**config.mk**
```make
export PLATFORM = sky130hd
export DESIGN_NAME = rtc_regfile
export DESIGN_NICKNAME = d
export VERILOG_FILES = /design/src/rtl/rtc_regfile_pkg.sv /design/src/rtl/rtc_time_bank.sv /design/src/rtl/rtc_ctrl_regs.sv /design/src/rtl/rtc_tick_gen.sv /design/src/rtl/rtc_regfile.sv
export SDC_FILE = /design/constraint.sdc
export NUM_CORES = 1
export LEC_CHECK = 0
export BUFFER_PORTS_ARGS = -buffer_cell sky130_fd_sc_hd__buf_2
export CAP_MARGIN = 20
export CORE_MARGIN = 2
export CORE_UTILIZATION = 55
export CTS_CLUSTER_SIZE = 40
export DETAILED_ROUTE_END_ITERATION = 10
export PLACE_DENSITY = 0.73
export RECOVER_POWER = 50
export SYNTH_ARGS = -nofsm -noshare
export SYNTH_HDL_FRONTEND = slang
export SYNTH_SLANG_ARGS = --single-unit
```
**constraint.sdc**
```tcl
create_clock -name clk -period 3.4 [get_ports clk]
set_input_delay 0 -clock clk [delete_from_list [all_inputs] [get_ports clk]]
set_output_delay 0 -clock clk [all_outputs]
set_load 0.01 [all_outputs]
```
**src/rtl/rtc_regfile_pkg.sv**
```systemverilog
package rtc_regfile_pkg;

    localparam int BYTE_W        = 8;
    localparam int NUM_TIME_REGS = 10;
    localparam int IDX_W         = 4;

    localparam logic [IDX_W-1:0] IDX_CTRL_A = 4'hA;
    localparam logic [IDX_W-1:0] IDX_CTRL_B = 4'hB;
    localparam logic [IDX_W-1:0] IDX_LAST   = 4'hD;

    localparam logic [BYTE_W-1:0] CTRL_A_RST   = 8'h26;
    localparam logic [BYTE_W-1:0] CTRL_B_RST   = 8'h46;
    localparam logic [BYTE_W-1:0] CTRL_B_FREE  = 8'h48;
    localparam logic [BYTE_W-1:0] CTRL_B_FIXED = 8'h06;

    typedef struct packed {
        logic       uip;
        logic [2:0] divider;
        logic [3:0] rate;
    } ctrl_a_t;

    typedef struct packed {
        logic rsvd7;
        logic pie;
        logic rsvd5;
        logic rsvd4;
        logic sqwe;
        logic bin_mode;
        logic hour24;
        logic rsvd0;
    } ctrl_b_t;

    function automatic logic [BYTE_W-1:0] year_code(int unsigned yr, bit bcd);
        int unsigned t;
        if (bcd) begin
            t = yr % 100;
            return BYTE_W'(((t / 10) << 4) | (t % 10));
        end
        return BYTE_W'(yr);
    endfunction

    function automatic logic [NUM_TIME_REGS*BYTE_W-1:0] reset_image(
        int unsigned sec, int unsigned mins, int unsigned hr, int unsigned wday0,
        int unsigned mday, int unsigned mon0, int unsigned yr, bit bcd);
        logic [NUM_TIME_REGS*BYTE_W-1:0] img;
        img = '0;
        img[0*BYTE_W +: BYTE_W] = BYTE_W'(sec);
        img[2*BYTE_W +: BYTE_W] = BYTE_W'(mins);
        img[4*BYTE_W +: BYTE_W] = BYTE_W'(hr);
        img[6*BYTE_W +: BYTE_W] = BYTE_W'(wday0 + 1);
        img[7*BYTE_W +: BYTE_W] = BYTE_W'(mday);
        img[8*BYTE_W +: BYTE_W] = BYTE_W'(mon0 + 1);
        img[9*BYTE_W +: BYTE_W] = year_code(yr, bcd);
        return img;
    endfunction

endpackage

```
**src/rtl/rtc_time_bank.sv**
```systemverilog
module rtc_time_bank
    import rtc_regfile_pkg::*;
#(
    parameter int N = NUM_TIME_REGS,
    parameter logic [N*BYTE_W-1:0] RST_IMAGE = '0
) (
    input  logic                clk,
    input  logic                rst,
    input  logic                we,
    input  logic [IDX_W-1:0]    sel,
    input  logic [BYTE_W-1:0]   wdata,
    output logic [N*BYTE_W-1:0] q
);

    for (genvar i = 0; i < N; i++) begin : g_byte
        always_ff @(posedge clk) begin
            if (rst)
                q[i*BYTE_W +: BYTE_W] <= RST_IMAGE[i*BYTE_W +: BYTE_W];
            else if (we && sel == IDX_W'(i))
                q[i*BYTE_W +: BYTE_W] <= wdata;
        end
    end

endmodule

```
**src/rtl/rtc_ctrl_regs.sv**
```systemverilog
module rtc_ctrl_regs
    import rtc_regfile_pkg::*;
(
    input  logic              clk,
    input  logic              rst,
    input  logic [IDX_W-1:0]  sel,
    input  logic              we,
    input  logic              re,
    input  logic [BYTE_W-1:0] wdata,
    output logic [BYTE_W-1:0] rd_val,
    output logic              reject,
    output logic              pie_en
);

    ctrl_a_t a_q;
    ctrl_b_t b_q;

    logic is_a, is_b, is_stat, a_ok, b_ok;

    always_comb begin
        is_a    = (sel == IDX_CTRL_A);
        is_b    = (sel == IDX_CTRL_B);
        is_stat = (sel > IDX_CTRL_B);
        a_ok    = (wdata == CTRL_A_RST);
        b_ok    = ((wdata & ~CTRL_B_FREE) == CTRL_B_FIXED);
        reject  = (is_a && !a_ok) || (is_b && !b_ok) || is_stat;
    end

    always_ff @(posedge clk) begin
        if (rst) begin
            a_q <= ctrl_a_t'(CTRL_A_RST);
            b_q <= ctrl_b_t'(CTRL_B_RST);
        end else begin
            if (we && is_a && a_ok)
                a_q <= ctrl_a_t'(wdata);
            else if (re && is_a)
                a_q.uip <= ~a_q.uip;
            if (we && is_b && b_ok)
                b_q <= ctrl_b_t'(wdata);
        end
    end

    always_comb begin
        if (is_a)
            rd_val = {~a_q.uip, a_q.divider, a_q.rate};
        else if (is_b)
            rd_val = b_q;
        else
            rd_val = '0;
    end

    assign pie_en = b_q.pie;

endmodule

```
**src/rtl/rtc_tick_gen.sv**
```systemverilog
module rtc_tick_gen #(
    parameter int PERIOD = 97656
) (
    input  logic clk,
    input  logic rst,
    input  logic en,
    output logic pulse
);

    localparam int CNT_W = (PERIOD > 1) ? $clog2(PERIOD) : 1;
    localparam logic [CNT_W-1:0] LAST = CNT_W'(PERIOD - 1);

    logic [CNT_W-1:0] cnt_q;

    always_ff @(posedge clk) begin
        if (rst || !en) begin
            cnt_q <= '0;
            pulse <= 1'b0;
        end else if (cnt_q == LAST) begin
            cnt_q <= '0;
            pulse <= 1'b1;
        end else begin
            cnt_q <= cnt_q + 1'b1;
            pulse <= 1'b0;
        end
    end

endmodule

```
**src/rtl/rtc_regfile.sv**
```systemverilog
module rtc_regfile
    import rtc_regfile_pkg::*;
#(
    parameter int TICK_CYCLES = 97656,
    parameter int INIT_SEC    = 0,
    parameter int INIT_MIN    = 0,
    parameter int INIT_HOUR   = 0,
    parameter int INIT_WDAY0  = 0,
    parameter int INIT_MDAY   = 1,
    parameter int INIT_MON0   = 0,
    parameter int INIT_YEAR   = 100,
    parameter bit YEAR_BCD    = 1'b0
) (
    input  logic       clk,
    input  logic       rst,
    input  logic       idx_we,
    input  logic [7:0] idx_wdata,
    input  logic       dat_we,
    input  logic       dat_re,
    input  logic [7:0] dat_wdata,
    output logic [7:0] dat_rdata,
    output logic       err_o,
    output logic       tick_irq
);

    localparam logic [NUM_TIME_REGS*BYTE_W-1:0] RST_IMAGE = reset_image(
        INIT_SEC, INIT_MIN, INIT_HOUR, INIT_WDAY0, INIT_MDAY, INIT_MON0,
        INIT_YEAR, YEAR_BCD);

    logic [IDX_W-1:0]                sel_q;
    logic [NUM_TIME_REGS*BYTE_W-1:0] time_q;
    logic [BYTE_W-1:0]               ctrl_rd, rd_mux;
    logic                            ctrl_reject, pie_en, idx_bad, in_time;

    assign idx_bad = (idx_wdata > {{(BYTE_W-IDX_W){1'b0}}, IDX_LAST});
    assign in_time = (sel_q < IDX_W'(NUM_TIME_REGS));

    rtc_time_bank #(.N(NUM_TIME_REGS), .RST_IMAGE(RST_IMAGE)) u_bank (
        .clk(clk), .rst(rst), .we(dat_we && in_time), .sel(sel_q),
        .wdata(dat_wdata), .q(time_q)
    );

    rtc_ctrl_regs u_ctrl (
        .clk(clk), .rst(rst), .sel(sel_q), .we(dat_we && !in_time),
        .re(dat_re), .wdata(dat_wdata), .rd_val(ctrl_rd),
        .reject(ctrl_reject), .pie_en(pie_en)
    );

    rtc_tick_gen #(.PERIOD(TICK_CYCLES)) u_tick (
        .clk(clk), .rst(rst), .en(pie_en), .pulse(tick_irq)
    );

    always_comb begin
        if (in_time)
            rd_mux = time_q[sel_q*BYTE_W +: BYTE_W];
        else
            rd_mux = ctrl_rd;
    end

    always_ff @(posedge clk) begin
        if (rst) begin
            sel_q     <= '0;
            dat_rdata <= '0;
            err_o     <= 1'b0;
        end else begin
            if (idx_we && !idx_bad)
                sel_q <= idx_wdata[IDX_W-1:0];
            if (dat_re)
                dat_rdata <= rd_mux;
            err_o <= (idx_we && idx_bad) || (dat_we && !in_time && ctrl_reject);
        end
    end

endmodule

```
# ---- Word-level counts from Yosys, hierarchy flattened
# Index checks and enable logic that the tools add are counted.
# Widths: inputs -> output; s select.
dict set report word_totals {
  register_bits 127
  in_bits 21
  elab_cells 86
}
dict set report classes {
  addsub 1
  order_cmp 3
  eq_ne 14
  shift 1
  muxes 6
  bitwise_logic 1
  n_reduce_logical 34
}
# operator count
set op_table {}
lappend op_table {{$shiftx 80x8->8} 1}
lappend op_table {{$mux 8} 3}
lappend op_table {{$logic_and 1x1->1} 22}
lappend op_table {{$add 17x1->17 const B} 1}
lappend op_table {{$eq 17x17->1 const B} 1}
lappend op_table {{$eq 4x3->1 const B} 4}
lappend op_table {{$eq 4x4->1 const B} 4}
lappend op_table {{$eq 4x2->1 const B} 2}
lappend op_table {{$eq 8x6->1 const B} 1}
lappend op_table {{$gt 8x4->1 const B} 1}
lappend op_table {{$eq 6x3->1 const B} 1}
lappend op_table {{$logic_not 1->1} 5}
lappend op_table {{$eq 4x1->1 const B} 1}
lappend op_table {{$gt 4x4->1 const B} 1}
lappend op_table {{$logic_not 4->1} 1}
lappend op_table {{$logic_or 1x1->1} 4}
lappend op_table {{$lt 4x4->1 const B} 1}
lappend op_table {{$mux 1} 3}
lappend op_table {{$reduce_bool 2->1} 1}
lappend op_table {{$reduce_or 2->1} 1}
lappend op_table {{$not 1->1} 1}

# ---- Logic depth before layout (Yosys ltp)
dict set report logic_depth {
  word_depth 7
  depth_mapped 7
}

# ---- By module
# From an unflattened synthesis, not the netlist that was laid out.
dict set report hier_totals {
  hier_cells 568
  hier_area_um2 5985.7
}
# mod instances cells_each area_each_um2 seq_area_each_um2
set by_module_without_submodules {}
lappend by_module_without_submodules {rtc_time_bank 1 290 3195.6 1601.5}
lappend by_module_without_submodules {rtc_regfile 1 124 1252.5 260.2}
lappend by_module_without_submodules {rtc_tick_gen 1 90 813.3 360.3}
lappend by_module_without_submodules {rtc_ctrl_regs 1 64 724.4 320.3}

# ---- Worst setup path after synthesis
# Ideal clock, no wire load.
dict set report synth_path {
  kind {register -> register}
  from {register u_tick.cnt_q[0]}
  to {register u_tick.cnt_q[1]}
  setup_ps 115
  arrival_ps 1507
  t_required_ps 3285
  setup_slack_ps 1777
  stages_incl_launch_ff 6
  n_path_buf 0
  path_cell_list {dfxtp_1 > ha_1 > nand4_1 > or4_4 > or2_1 > and3_1}
}
dict set report synth_between {
  elab_chain_len 2
}
# element line_no
set synth_rtl {}
lappend synth_rtl {{from (decl)} rtc_tick_gen.sv:13} ;# logic [CNT_W-1:0] cnt_q;
lappend synth_rtl {{from (signal assigned)} rtc_tick_gen.sv:23} ;# cnt_q <= cnt_q + 1'b1;
lappend synth_rtl {{parallel branches: the longest is 2 deep, another holds $add 17x1->17} n/a}
# Several ways; the timed one is not identified.
# A chain may end at the register's enable or synchronous reset.

# ---- Worst setup path after layout
dict set report layout_path {
  from {register sel_q[3]}
  to {register u_bank.q[40]}
}
dict set report layout_between {
  elab_chain_len 3
}
# element line_no
set layout_rtl {}
lappend layout_rtl {{from (decl)} rtc_regfile.sv:30} ;# logic [IDX_W-1:0] sel_q;
lappend layout_rtl {{from (signal assigned)} rtc_regfile.sv:67} ;# sel_q <= idx_wdata[IDX_W-1:0];
lappend layout_rtl {{$lt 4x4->1} rtc_regfile.sv:36} ;# assign in_time = (sel_q < IDX_W'(NUM_TIME_REGS));
lappend layout_rtl {{$logic_and 1x1->1} rtc_regfile.sv:39} ;# .clk(clk), .rst(rst), .we(dat_we && in_time), .sel(sel_q),
lappend layout_rtl {{$logic_and 1x1->1 *} rtc_time_bank.sv:19} ;# else if (we && sel == IDX_W'(i))
lappend layout_rtl {{to (signal, indexed assignment)} rtc_time_bank.sv:18} ;# q[i*BYTE_W +: BYTE_W] <= RST_IMAGE[i*BYTE_W +: BYTE_W];
lappend layout_rtl {{to (signal, indexed assignment)} rtc_time_bank.sv:20} ;# q[i*BYTE_W +: BYTE_W] <= wdata;
lappend layout_rtl {{to (decl)} rtc_time_bank.sv:12} ;# output logic [N*BYTE_W-1:0] q
# Every way passes the cells marked *; elsewhere a longest branch is shown, timed or not.

==> flow_metrics.tcl <==
set metrics [dict create \
    final_core_util_pct 65.7 \
    hpwlAfterDp_um 8750 \
    nets 631 \
    route.met3.wl_um 798 \
    grt_usage_pct 26.2 \
    clock_latency_ps 530 \
    path_buf_inv 0 \
    holdPathStages 5 \
    p_per_area_nw_per_um2 517 \
    htreeDepth 4 \
    status "completed" \
    syn_avg_cell_area_um2 9.64 \
    ant_nets 0 \
    start_kind "register" \
    synthArstFlopShare_pct 0 \
    ys.flop_type "dfxtp_1" \
    slowest_delay_ps 1230 \
    die_x_um 105 \
    synth.largest_area_cell "dfxtp_1" \
    finClkSkew_ps 5.81 \
    grt_pass1_vias 4313 \
    synth-warning-count 0 \
    ys_seq_area_share_pct 45.6 \
    worst_pin_slew_ps 1410 \
    p_leak_nw 2.64 \
    clkSinkCount 127 \
    drtIter0Drc 413 \
    overflow 0 \
    n_antenna_cell 0 \
    cp.depth 4 \
    grt_first_pass_wirelength_um 22400 \
    drive_gt1_share_pct 13.2 \
    layout_commonest_cell "dfxtp_1" \
    routedWlPerCell_um 18.3 \
    start_util_pct 56.7 \
    vias 4405 \
    port_buffers 30 \
    wl_met2_um 6760 \
    synthesis.nets 600 \
    fin_setup_tns_ps 0 \
    crit_required_ps 3810 \
    cts-root-buf "clkbuf_8" \
    cp_cell_sequence "nand2b_1, nor3_1, mux2i_1, nor2_1" \
    routed.top_layer "met4" \
    grt_setup_unrepaired "no" \
    dieArea_um2 10900 \
    m1WireLength_um 5970 \
    post_cts_resized 0 \
    max_slew_margin_pct 5.57 \
    antenna_found_initial 0 \
    endpoint_kind "register" \
    gp_congestion 0.890 \
    dieHeight_um 105 \
    viasPerCell 5.84 \
    crit_type "reg2reg" \
    crit_family "simple AND/OR/NAND/NOR gates" \
    synth_area_um2 5570 \
    hold_class "in2reg" \
    numCtsBuffers 17 \
    ir_drop_mv 0.259 \
    placedCellCount 701 \
    synthDistinctLibCells 50 \
    fin_crit_ps 2640 \
    core-area_um2 9820 \
    cap_violations 0 \
    area.growth.synth_to_final_pct 15.9 \
    fin_crit_sh_pct 77.6 \
    finalMaxSlewViolations 0 \
    cts_tree "built" \
    fmax_ghz 0.379 \
    hold_viol 0 \
    crit_arrival_ps 3050 \
    wl_um 13800 \
    drc 0 \
    path_max_fanout 19 \
    setup_viol 0 \
    final_cell_mix "dfxtp_1, mux2i_1, nor2_1" \
    clockBufferDepth 2 \
    critPathSlowestCell "nor3_1" \
    synth_edf_count 0 \
    fin_cells 754 \
    grt_start_max_net_pins 63 \
    worstRegToRegCells 4 \
    synthTopCellsByArea "dfxtp_1, mux2i_1, nor2_1, mux2_2, o21ai_0" \
    boundaryPins 31 \
    clkSlewWorstSetupHoldPaths_ps 50 \
    drt_pass1_iterations 5 \
    syn_inst 578 \
    synth_top_area_share_pct 45.6 \
    ys_seq_elements 127 \
    rows 36 \
]
-- Yosys cell counts, drive strengths merged (2+ instances only) --
cell type	number
a211o	6
nor3b	2
and3	4
o21ai	32
or2	2
nand3	17
nor4bb	2
nor2b	10
nand4	9
clkbuf	21
xnor2	3
buf	23
mux4	2
a21oi	18
or4	3
xor2	11
a22oi	14
nand4b	3
a32oi	2
and4	3
o311ai	2
inv	2
nand2b	12
o221ai	6
nand3b	2
nand2	25
mux2i	87
dfxtp	127
nor2	87
mux2	20
and2	11
-- where the power goes --
| part | internal [mW] | leakage [nW] | total, mW | switching (mW) |
|---|---|---|---|---|
| Clock | 1.05 | 0.263 | 1.67 | 0.614 |
| Sequential | 1.51 | 1.03 | 1.52 | 0.0127 |
| Combinational | 0.0592 | 1.35 | 0.153 | 0.0935 |
| Total | 2.62 | 2.64 | 3.34 | 0.721 |
-- worst reg2reg max path: cells and delay by family, from the launching register on --
kind	cells	cell delay, ps
flops	1	450
mux	1	290
simple gates	3	1800
-- cells by family after synthesis --
| group | share of synthesized area, % |
|---|---|
| DFF | 45.6 |
| AOI/OAI and AO/OA | 9.48 |
| and+or+nand+nor | 18.3 |
| xor gates and xnor gates | 2.20 |
| buffers and inverters | 3.68 |
| adders and majority gates | 0.225 |
| muxes | 20.5 |
-- cell type report --
type,count,area [µm²]
Fill cell,789,3360
Sequential cell,127,2540
Multi-Input combinational cell,405,2810
Tap cell,133,166
Inverter,2,7.51
Timing Repair Buffer,56,393
Clock buffer,24,450
Clock inverter,7,87.6
-- through the flow --
step | power [mW] | area [µm²] | worst slack (ps) | hold slack, ps
floorplan | 1.63 | 5570 | 1780 | 144
global placement | 1.68 | 5720 | 1010 | 245
detailed placement | 1.68 | 5720 | 882 | 254
CTS | 3.35 | 6450 | 862 | 63.5
global route | 3.43 | 6450 | 577 | 148
finish | 3.34 | 6450 | 761 | 129
-- state kept, by name, indices dropped and copies added (netlist names) --
name	count
err_o	1
u_tick.pulse	1
u_bank.q	80
u_tick.cnt_q	17
u_ctrl.b_q	7
sel_q	4
u_ctrl.pie_en	1
dat_rdata	8
u_ctrl.a_q	8
-- layer usage --
metal	vias up	global-route usage, %
li1	2095	-
met1	2142	33.2
met2	136	43.0
met3	32	6.55
met4	0	10.3
met5	-	0
-- worst paths after layout --
path | start | to | slack, ps
max | sel_q[3] | u_bank.q[40] | 760
min | idx_wdata[5] | sel_q[3] | 130
max reg2reg | sel_q[3] | u_bank.q[40] | 760
min reg2reg | u_ctrl.a_q[5] | u_ctrl.a_q[5] | 440
-- what timing repair did --
action                                 CTS  global route
endpoints found under the hold margin   85            12
setup buffers                            0             0
hold buffers                            19             1
(Power assumes the default switching activity.)
